## config.mk

```make
export PLATFORM = sky130hd
export DESIGN_NAME = can_bit_timing
export DESIGN_NICKNAME = d
export VERILOG_FILES = /design/src/rtl/can_bt_pkg.sv /design/src/rtl/can_bt_cfg_reg.sv /design/src/rtl/can_bt_quanta.sv /design/src/rtl/can_bt_sampler.sv /design/src/rtl/can_bit_timing.sv
export SDC_FILE = /design/constraint.sdc
export NUM_CORES = 1
export LEC_CHECK = 0
export ABC_AREA = 1
export CORE_MARGIN = 8
export CORE_UTILIZATION = 55
export CTS_CLUSTER_DIAMETER = 50
export DETAILED_ROUTE_END_ITERATION = 7
export DONT_BUFFER_PORTS = 1
export GPL_ROUTABILITY_DRIVEN = 0
export PLACE_DENSITY = 0.7
export SYNTH_ARGS = -nofsm -noshare
export SYNTH_HDL_FRONTEND = slang
export SYNTH_HIERARCHICAL = 1
export SYNTH_SLANG_ARGS = --single-unit
```

## constraint.sdc

```tcl
create_clock -name clk_i -period 4.55 [get_ports clk_i]
set_input_delay 0.91 -clock clk_i [delete_from_list [all_inputs] [get_ports clk_i]]
set_output_delay 0.91 -clock clk_i [all_outputs]
set_load 0.02 [all_outputs]
```

## src/rtl/can_bt_pkg.sv

```systemverilog
package can_bt_pkg;
  localparam int unsigned SEG1_W  = 4;
  localparam int unsigned SEG2_W  = 3;
  localparam int unsigned N_EXTRA = 2;   // extra votes before the sample point
  localparam int unsigned CFG_W   = 1 + SEG2_W + SEG1_W;
  localparam int unsigned CNT_W   = $clog2((1 << SEG1_W) + (1 << SEG2_W) + 1);

  typedef logic [CNT_W-1:0] qidx_t;

  typedef struct packed {
    logic              triple;
    logic [SEG2_W-1:0] seg2;
    logic [SEG1_W-1:0] seg1;
  } bt_cfg_t;

  function automatic qidx_t sample_idx(logic [SEG1_W-1:0] s1);
    return qidx_t'(s1) + qidx_t'(1);
  endfunction

  function automatic qidx_t last_idx(logic [SEG1_W-1:0] s1, logic [SEG2_W-1:0] s2);
    return qidx_t'(s1) + qidx_t'(s2) + qidx_t'(2);
  endfunction
endpackage

```

## src/rtl/can_bt_cfg_reg.sv

```systemverilog
module can_bt_cfg_reg
  import can_bt_pkg::*;
(
  input  logic             clk_i,
  input  logic             rst_ni,
  input  logic             wr_i,
  input  logic [CFG_W-1:0] wdata_i,
  output bt_cfg_t          cfg_o
);
  bt_cfg_t cfg_q;

  always_ff @(posedge clk_i or negedge rst_ni) begin
    if (!rst_ni)   cfg_q <= '0;
    else if (wr_i) cfg_q <= bt_cfg_t'(wdata_i);
  end

  assign cfg_o = cfg_q;

  assert_cfg_load_R2: assert property (@(posedge clk_i) disable iff (!rst_ni)
    wr_i |=> cfg_o == bt_cfg_t'($past(wdata_i)));
endmodule

```

## src/rtl/can_bt_quanta.sv

```systemverilog
module can_bt_quanta
  import can_bt_pkg::*;
(
  input  logic              clk_i,
  input  logic              rst_ni,
  input  logic              tq_en_i,
  input  logic              rx_i,
  input  logic              idle_i,
  input  logic [SEG1_W-1:0] seg1_i,
  input  logic [SEG2_W-1:0] seg2_i,
  output qidx_t             q_o,
  output logic              hsync_o,
  output logic              tx_point_o
);
  qidx_t q_q;
  qidx_t last;
  logic  rx_prev_q;
  logic  wrap;
  logic  tx_q;

  assign last    = last_idx(seg1_i, seg2_i);
  // >= also recovers if a shorter timing is written mid-bit
  assign wrap    = q_q >= last;
  assign hsync_o = idle_i & rx_prev_q & ~rx_i;

  always_ff @(posedge clk_i or negedge rst_ni) begin
    if (!rst_ni) begin
      rx_prev_q <= 1'b1;
      q_q       <= '0;
      tx_q      <= 1'b0;
    end else begin
      rx_prev_q <= rx_i;
      tx_q      <= hsync_o | (tq_en_i & wrap);
      if (hsync_o)      q_q <= '0;
      else if (tq_en_i) q_q <= wrap ? '0 : q_q + qidx_t'(1);
    end
  end

  assign q_o        = q_q;
  assign tx_point_o = tx_q;

  assert_hsync_restart_R9: assert property (@(posedge clk_i) disable iff (!rst_ni)
    hsync_o |=> (q_o == '0) && tx_point_o);

  assert_hold_without_tq_R3: assert property (@(posedge clk_i) disable iff (!rst_ni)
    (!tq_en_i && !hsync_o) |=> $stable(q_o));

  assert_step_R3: assert property (@(posedge clk_i) disable iff (!rst_ni)
    (tq_en_i && !hsync_o && q_o < last) |=> q_o == $past(q_o) + qidx_t'(1));

  assert_tx_single_R8: assert property (@(posedge clk_i) disable iff (!rst_ni)
    tx_point_o |=> !tx_point_o);
endmodule

```

## src/rtl/can_bt_sampler.sv

```systemverilog
module can_bt_sampler
  import can_bt_pkg::*;
(
  input  logic              clk_i,
  input  logic              rst_ni,
  input  logic              tq_en_i,
  input  logic              hsync_i,
  input  logic              rx_i,
  input  qidx_t             q_i,
  input  logic [SEG1_W-1:0] seg1_i,
  input  logic              triple_i,
  output logic              bit_o,
  output logic              bit_valid_o
);
  qidx_t              sp;
  logic               tick;
  logic               vote_en;
  logic [N_EXTRA-1:0] early;
  logic               bit_q;
  logic               valid_q;

  assign sp      = sample_idx(seg1_i);
  assign tick    = tq_en_i & ~hsync_i;
  // majority needs N_EXTRA quanta of segment 1 ahead of the sample point
  assign vote_en = triple_i & (32'(seg1_i) >= N_EXTRA);

  for (genvar k = 0; k < N_EXTRA; k++) begin : g_early
    localparam qidx_t OFS = qidx_t'(N_EXTRA - k);
    logic s_q;
    always_ff @(posedge clk_i or negedge rst_ni) begin
      if (!rst_ni)                        s_q <= 1'b0;
      else if (tick && (q_i == sp - OFS)) s_q <= rx_i;
    end
    assign early[k] = s_q;
  end

  always_ff @(posedge clk_i or negedge rst_ni) begin
    if (!rst_ni) begin
      bit_q   <= 1'b0;
      valid_q <= 1'b0;
    end else begin
      valid_q <= tick && (q_i == sp);
      if (tick && (q_i == sp))
        bit_q <= vote_en ? ($countones({early, rx_i}) > (N_EXTRA / 2)) : rx_i;
    end
  end

  assign bit_o       = bit_q;
  assign bit_valid_o = valid_q;

  assert_valid_after_tq_R4: assert property (@(posedge clk_i) disable iff (!rst_ni)
    $rose(bit_valid_o) |-> $past(tq_en_i) && !$past(hsync_i));

  assert_valid_single_R4: assert property (@(posedge clk_i) disable iff (!rst_ni)
    bit_valid_o |=> !bit_valid_o);

  assert_single_sample_R5: assert property (@(posedge clk_i) disable iff (!rst_ni)
    (bit_valid_o && !$past(vote_en)) |-> bit_o == $past(rx_i));

  assert_hold_bit_R4: assert property (@(posedge clk_i) disable iff (!rst_ni)
    !bit_valid_o |-> $stable(bit_o));
endmodule

```

## src/rtl/can_bit_timing.sv

```systemverilog
module can_bit_timing
  import can_bt_pkg::*;
(
  input  logic             clk_i,
  input  logic             rst_ni,
  input  logic             tq_en_i,
  input  logic             rx_i,
  input  logic             idle_i,
  input  logic             cfg_wr_i,
  input  logic [CFG_W-1:0] cfg_wdata_i,
  output logic             bit_o,
  output logic             bit_valid_o,
  output logic             tx_point_o
);
  bt_cfg_t cfg;
  qidx_t   q;
  logic    hsync;

  can_bt_cfg_reg u_cfg (
    .clk_i   (clk_i),
    .rst_ni  (rst_ni),
    .wr_i    (cfg_wr_i),
    .wdata_i (cfg_wdata_i),
    .cfg_o   (cfg)
  );

  can_bt_quanta u_quanta (
    .clk_i      (clk_i),
    .rst_ni     (rst_ni),
    .tq_en_i    (tq_en_i),
    .rx_i       (rx_i),
    .idle_i     (idle_i),
    .seg1_i     (cfg.seg1),
    .seg2_i     (cfg.seg2),
    .q_o        (q),
    .hsync_o    (hsync),
    .tx_point_o (tx_point_o)
  );

  can_bt_sampler u_sampler (
    .clk_i       (clk_i),
    .rst_ni      (rst_ni),
    .tq_en_i     (tq_en_i),
    .hsync_i     (hsync),
    .rx_i        (rx_i),
    .q_i         (q),
    .seg1_i      (cfg.seg1),
    .triple_i    (cfg.triple),
    .bit_o       (bit_o),
    .bit_valid_o (bit_valid_o)
  );

  assert_no_overlap_R8: assert property (@(posedge clk_i) disable iff (!rst_ni)
    !(bit_valid_o && tx_point_o));

  assert_idle_edge_only_R10: assert property (@(posedge clk_i) disable iff (!rst_ni)
    (!idle_i && !tq_en_i) |=> !tx_point_o && !bit_valid_o);
endmodule

```

Word level (Yosys, flattened, before mapping)
Index checks and enable logic that the tools add are counted.

word-level totals
  flip-flop bits (word level) = 19
  input port bits = 14

operators by class
  $lt $le $gt $ge = 3
  reduce and logical (&&, ||, !) cells = 4
  mux-type cells = 4
  equality and inequality tests = 3
  add/subtract/negate cells = 8
  bitwise gates (word level) = 8

operator list
  kind                 count
  $add 32x1->32        1
  $gt 32x1->1 const B  1
  $eq 5x5->1           3
  $mux 5               3
  $add 4x1->5 const B  1
  $add 4x3->5          1
  $add 5x1->5 const B  1
  $add 5x2->5 const B  1
  $and 1x1->1          5
  $ge 5x5->1           1
  $sub 5x1->5 const B  1
  $sub 5x2->5 const B  1
  $ge 4x2->1 const B   1
  $logic_and 1x1->1    3
  $add 1x1->2          1
  $not 1->1            2
  $reduce_bool 2->1    1
  $mux 1               1
  $or 1x1->1           1

Depth between registers and ports, before layout
  word-level depth = 6
  gate-level depth with buffers = 14

Hierarchy
Netlist, hierarchy kept.

modules (own cells, without submodules)
  module          cells each  sequential area each (µm²)  area each (µm²)  times used
  can_bt_quanta   78          176.4                       648.1            1
  can_bt_sampler  95          100.1                       570.5            1
  can_bt_cfg_reg  34          200.2                       305.3            1

Worst setup path after synthesis
OpenSTA, ideal clock, no wires.

  path type = reg2reg
  from = reg u_cfg.cfg_q, in the netlist u_cfg/cfg_o[1]
  to = reg u_quanta.q_q[0], in the netlist u_quanta/q_o[0]
  slack = 2.213 ns
  stages on the path, launching flop included = 15
  required time = 4.429 ns
  arrival = 2.216 ns
  period minus slack after synthesis = 2.337 ns
  cell sequence = dfrtp_1 -> inv_1 -> ha_1 -> inv_1 -> ha_1 -> fa_1 -> xnor2_1 -> ha_1 -> nand2_1 -> nor2_1 -> nand2_1 -> nand3_2 -> nand2_1 -> nand2_2 -> nor2_2

on the way
  cells in the longest elaborated chain, start to end = 6

RTL lines
  element                 line                  RTL
  start, declared         can_bt_cfg_reg.sv:10  bt_cfg_t cfg_q;
  start signal, assigned  can_bt_cfg_reg.sv:14  else if (wr_i) cfg_q <= bt_cfg_t'(wdata_i);
  $add 4x3->5             can_bt_pkg.sv:21      return qidx_t'(s1) + qidx_t'(s2) + qidx_t'(2);
  $add 5x2->5             can_bt_pkg.sv:21
  $ge 5x5->1              can_bt_quanta.sv:23   assign wrap = q_q >= last;
  $mux 5 (2 in a row)     can_bt_quanta.sv:35   else if (tq_en_i) q_q <= wrap ? '0 : q_q + qidx_t'(1);
  $mux 5                  can_bt_quanta.sv:34   if (hsync_o) q_q <= '0;
  end signal, assigned    can_bt_quanta.sv:35
  end, declared           can_bt_quanta.sv:15   qidx_t q_q;

Every way passes these cells. The select of a mux whose other input is x is not followed.
A chain may end at the register's enable or synchronous reset.

Worst setup path in the final report
Same ends and word-level chain as after synthesis.

==> impl_metrics.ini <==
[synthesis]
synth_edf_count = 0
syn_inst = 207
muxShareOfSynthArea_pct = 0
yosysMostFrequentCell = nand2_1
yosysTopAreaCell = dfrtp_1
ys_seq_area_share_pct = 31.28
synth-compound-area-share_pct = 6.897
synth_commonest_cells = nand2_1, inv_1, dfrtp_1
synth_xor_area_share_pct = 4.023
avgSynthCellArea_um2 = 7.362
ys.flop_type = dfrtp_1
synth_top_area_share_pct = 29.56
syn_nets = 239
synth-simple-area-share_pct = 32.92
synth.distinct_cells = 30
ys_seq_elements = 19
yosysWarningCount = 6
syn-cell-area_mm2 = 0.001524
synth_top_family_by_area = simple AND/OR/NAND/NOR gates
synth_area_leaders = dfrtp_1, nand2_1, ha_1
ys_async_sr_fraction_pct = 100.0
synth_adder_area_share_pct = 15.27

[min_path]
hp-class = in2async

[drt]
wl_met3_um = 149
wl_met2_mm = 1.367
drt-initial-drc-count = 59
drt-met1-wl_mm = 1.236
num_vias = 1265
routed_via_density = 5.271
post-route-drc-count = 0
dr.pass1.iters = 4
wirelength_mm = 2.808
ant_nets = 0
routed.top_layer = met4
wire_per_inst_um = 11.70

[clock_tree]
cts_buffers = 3
cts_setup_buffers = 0
cts_resized = 0
insertion_delay_ns = 0.30
clockRootBuffer = clkbuf_4
cts_tree = yes
clock-sinks = 19
cts_buffer_depth = 2
cts_hold_buf = 0
h-tree-depth = 1
path_clk_slew_ns = 0.12

[worst_setup_path]
r2r_slack_ns = 2.01
start_kind = flip-flop
required_ns = 4.75
critical_path_class = reg2reg
cp_slowest_cell = dfrtp_1
path_delay_family = adder cells
r2r_end = u_quanta/q_o[0]
slowest_delay_ns = 0.50
cp_max_fo = 9
path_cells = inv_1 -> ha_1 -> inv_1 -> ha_1 -> fa_1 -> xnor2_1 -> ha_1 -> nand2_1 -> nor2_1 -> nand2_1 -> nand3_2 -> nand2_1 -> nand2_2 -> nor2_2
cp-end-kind = flip-flop
crit_arrival_ns = 2.73
crit_buf_inv = 2
worstRegToRegCells = 14
r2r-start = u_cfg/cfg_o[1]

[power]
ir_drop_mv = 0.2503
p_leak_uw = 0.0008497
pwr_density_cell_mw_per_mm2 = 395.9

[floorplanning]
die_y_um = 68.64
die_w_um = 68.64
start_util_pct = 56.73
num_rows = 19
die_area_mm2 = 0.004711
ios = 17
coreArea_mm2 = 0.002686

[sta]
timing.final.ws_setup_ns = 2.015
fin_crit_ns = 2.535
hold_viol_final = 0
min_period_over_period_pct = 55.73
report.final.setup_viol = 0
maxSlewHeadroom_pct = 73.85
rsz0062_at_grt = false
worst_pin_slew_ns = 0.3923
setup-tns-final_ns = 0
fin_skew_ns = 0.005430
final-max-slew-violation-count = 0
max_freq_mhz = 394.4

[global_routing]
grt_overflow = 0
antenna_found_initial = 0
grt_max_degree = 20
grt_pass1_wl_mm = 4.940
grt_pass1_vias = 1222
track_usage_pct = 13.36

[finish]
post-route-cell-area_mm2 = 0.001572
antenna-diode-count = 0
fin_nets = 242
area_growth_pct = 3.120
final_layout_size_suffix_gt1_share_pct = 12.44
stdcell_count = 240

[status]
run_status = finished, final reports clean

[run]
drv_cap = 0

[place]
port_buffers = 0
hpwlAfterDp_mm = 2.257
postPlaceCellArea_mm2 = 0.001544
dp_cells = 236
post-place-ws_ns = 2.029
==> per-stage QoR <==
step           util (%)  power [uW]  hold slack [ns]
4_1_cts           58.50       629.8           0.2757
6_report          58.50       622.1           0.2878
3_3_place_gp      57.48       531.2           0.4536
2_1_floorplan         -       487.3           0.4355
5_1_grt           58.50       689.5           0.2673
3_5_place_dp      57.48       542.3           0.4617
==> cells by family after synthesis <==
kind of cell | count (synthesis)
xor+xnor | 7
compound gates | 17
simple gates | 110
buf+inv | 36
flops | 19
fa+ha+maj | 18
==> routing by layer <==
metal	track usage, %	vias up
met5	0	-
met4	5.627	0
met3	2.908	7
met2	22.65	35
met1	15.92	563
li1	-	660
==> registers in the layout, indices dropped and copies added, names as in the netlist <==
signal and cells:
u_quanta/q_o 5, u_sampler/bit_o 1, u_quanta/tx_point_o 1, u_cfg/cfg_o 8
u_sampler/g_early.s_q 2, u_quanta/rx_prev_q 1, u_sampler/bit_valid_o 1
==> layout by cell type (no fill, tap or decap) <==
cell type  synthesis  routed
o211ai_1           1       1
clkbuf_4           0       3
xor2_1             4       4
dfstp_2            1       1
nand4_1            3       3
o22ai_1            2       2
a21oi_1            3       3
o21ai_0            3       3
fa_1               1       1
inv_2              4       4
o21ai_1            3       3
a21boi_0           1       1
nor2_1             9       9
ha_1              17      17
nand2_1           64      64
a21oi_2            2       2
nor2_4             1       1
clkinv_2           0       1
nand3b_1           1       1
nand3_2            2       2
a21o_1             1       1
xnor2_1            3       3
nand3_1           16      16
nand2_4            1       1
nand2_2            7       7
inv_1             30      30
nor3_1             2       2
a211oi_1           1       1
dfrtp_1           18      18
nor2_2             4       4
==> layout make-up <==
cell class	instances	area (um2)
multi-input cells	152	900.9
inverters	34	127.6
well taps	31	38.79
fillers	252	1115
flip-flops and latches	19	476.7
clock inverters	1	5.005
clock buffers	3	22.52
==> worst max path at each step <==
stage / start / end / slack [ns] / cells after the start
finish: u_cfg/cfg_o[1] / u_quanta/q_o[0] / 2.01 / 14
global route: u_cfg/cfg_o[1] / u_quanta/q_o[0] / 1.80 / 14
CTS: u_cfg/cfg_o[1] / u_quanta/q_o[0] / 2.00 / 14
detailed placement: u_cfg/cfg_o[1] / u_quanta/q_o[0] / 2.03 / 14
global placement: u_cfg/cfg_o[1] / u_quanta/q_o[0] / 2.11 / 14
floorplan: u_cfg/cfg_o[1] / u_quanta/q_o[0] / 2.21 / 14
==> report_power, final <==
part	total [uW]	switching [uW]	internal (uW)
registers	274	67.4	206
logic	262	151	111
clock network	86.7	54.0	32.7
Power figures use the tool's default switching activity.
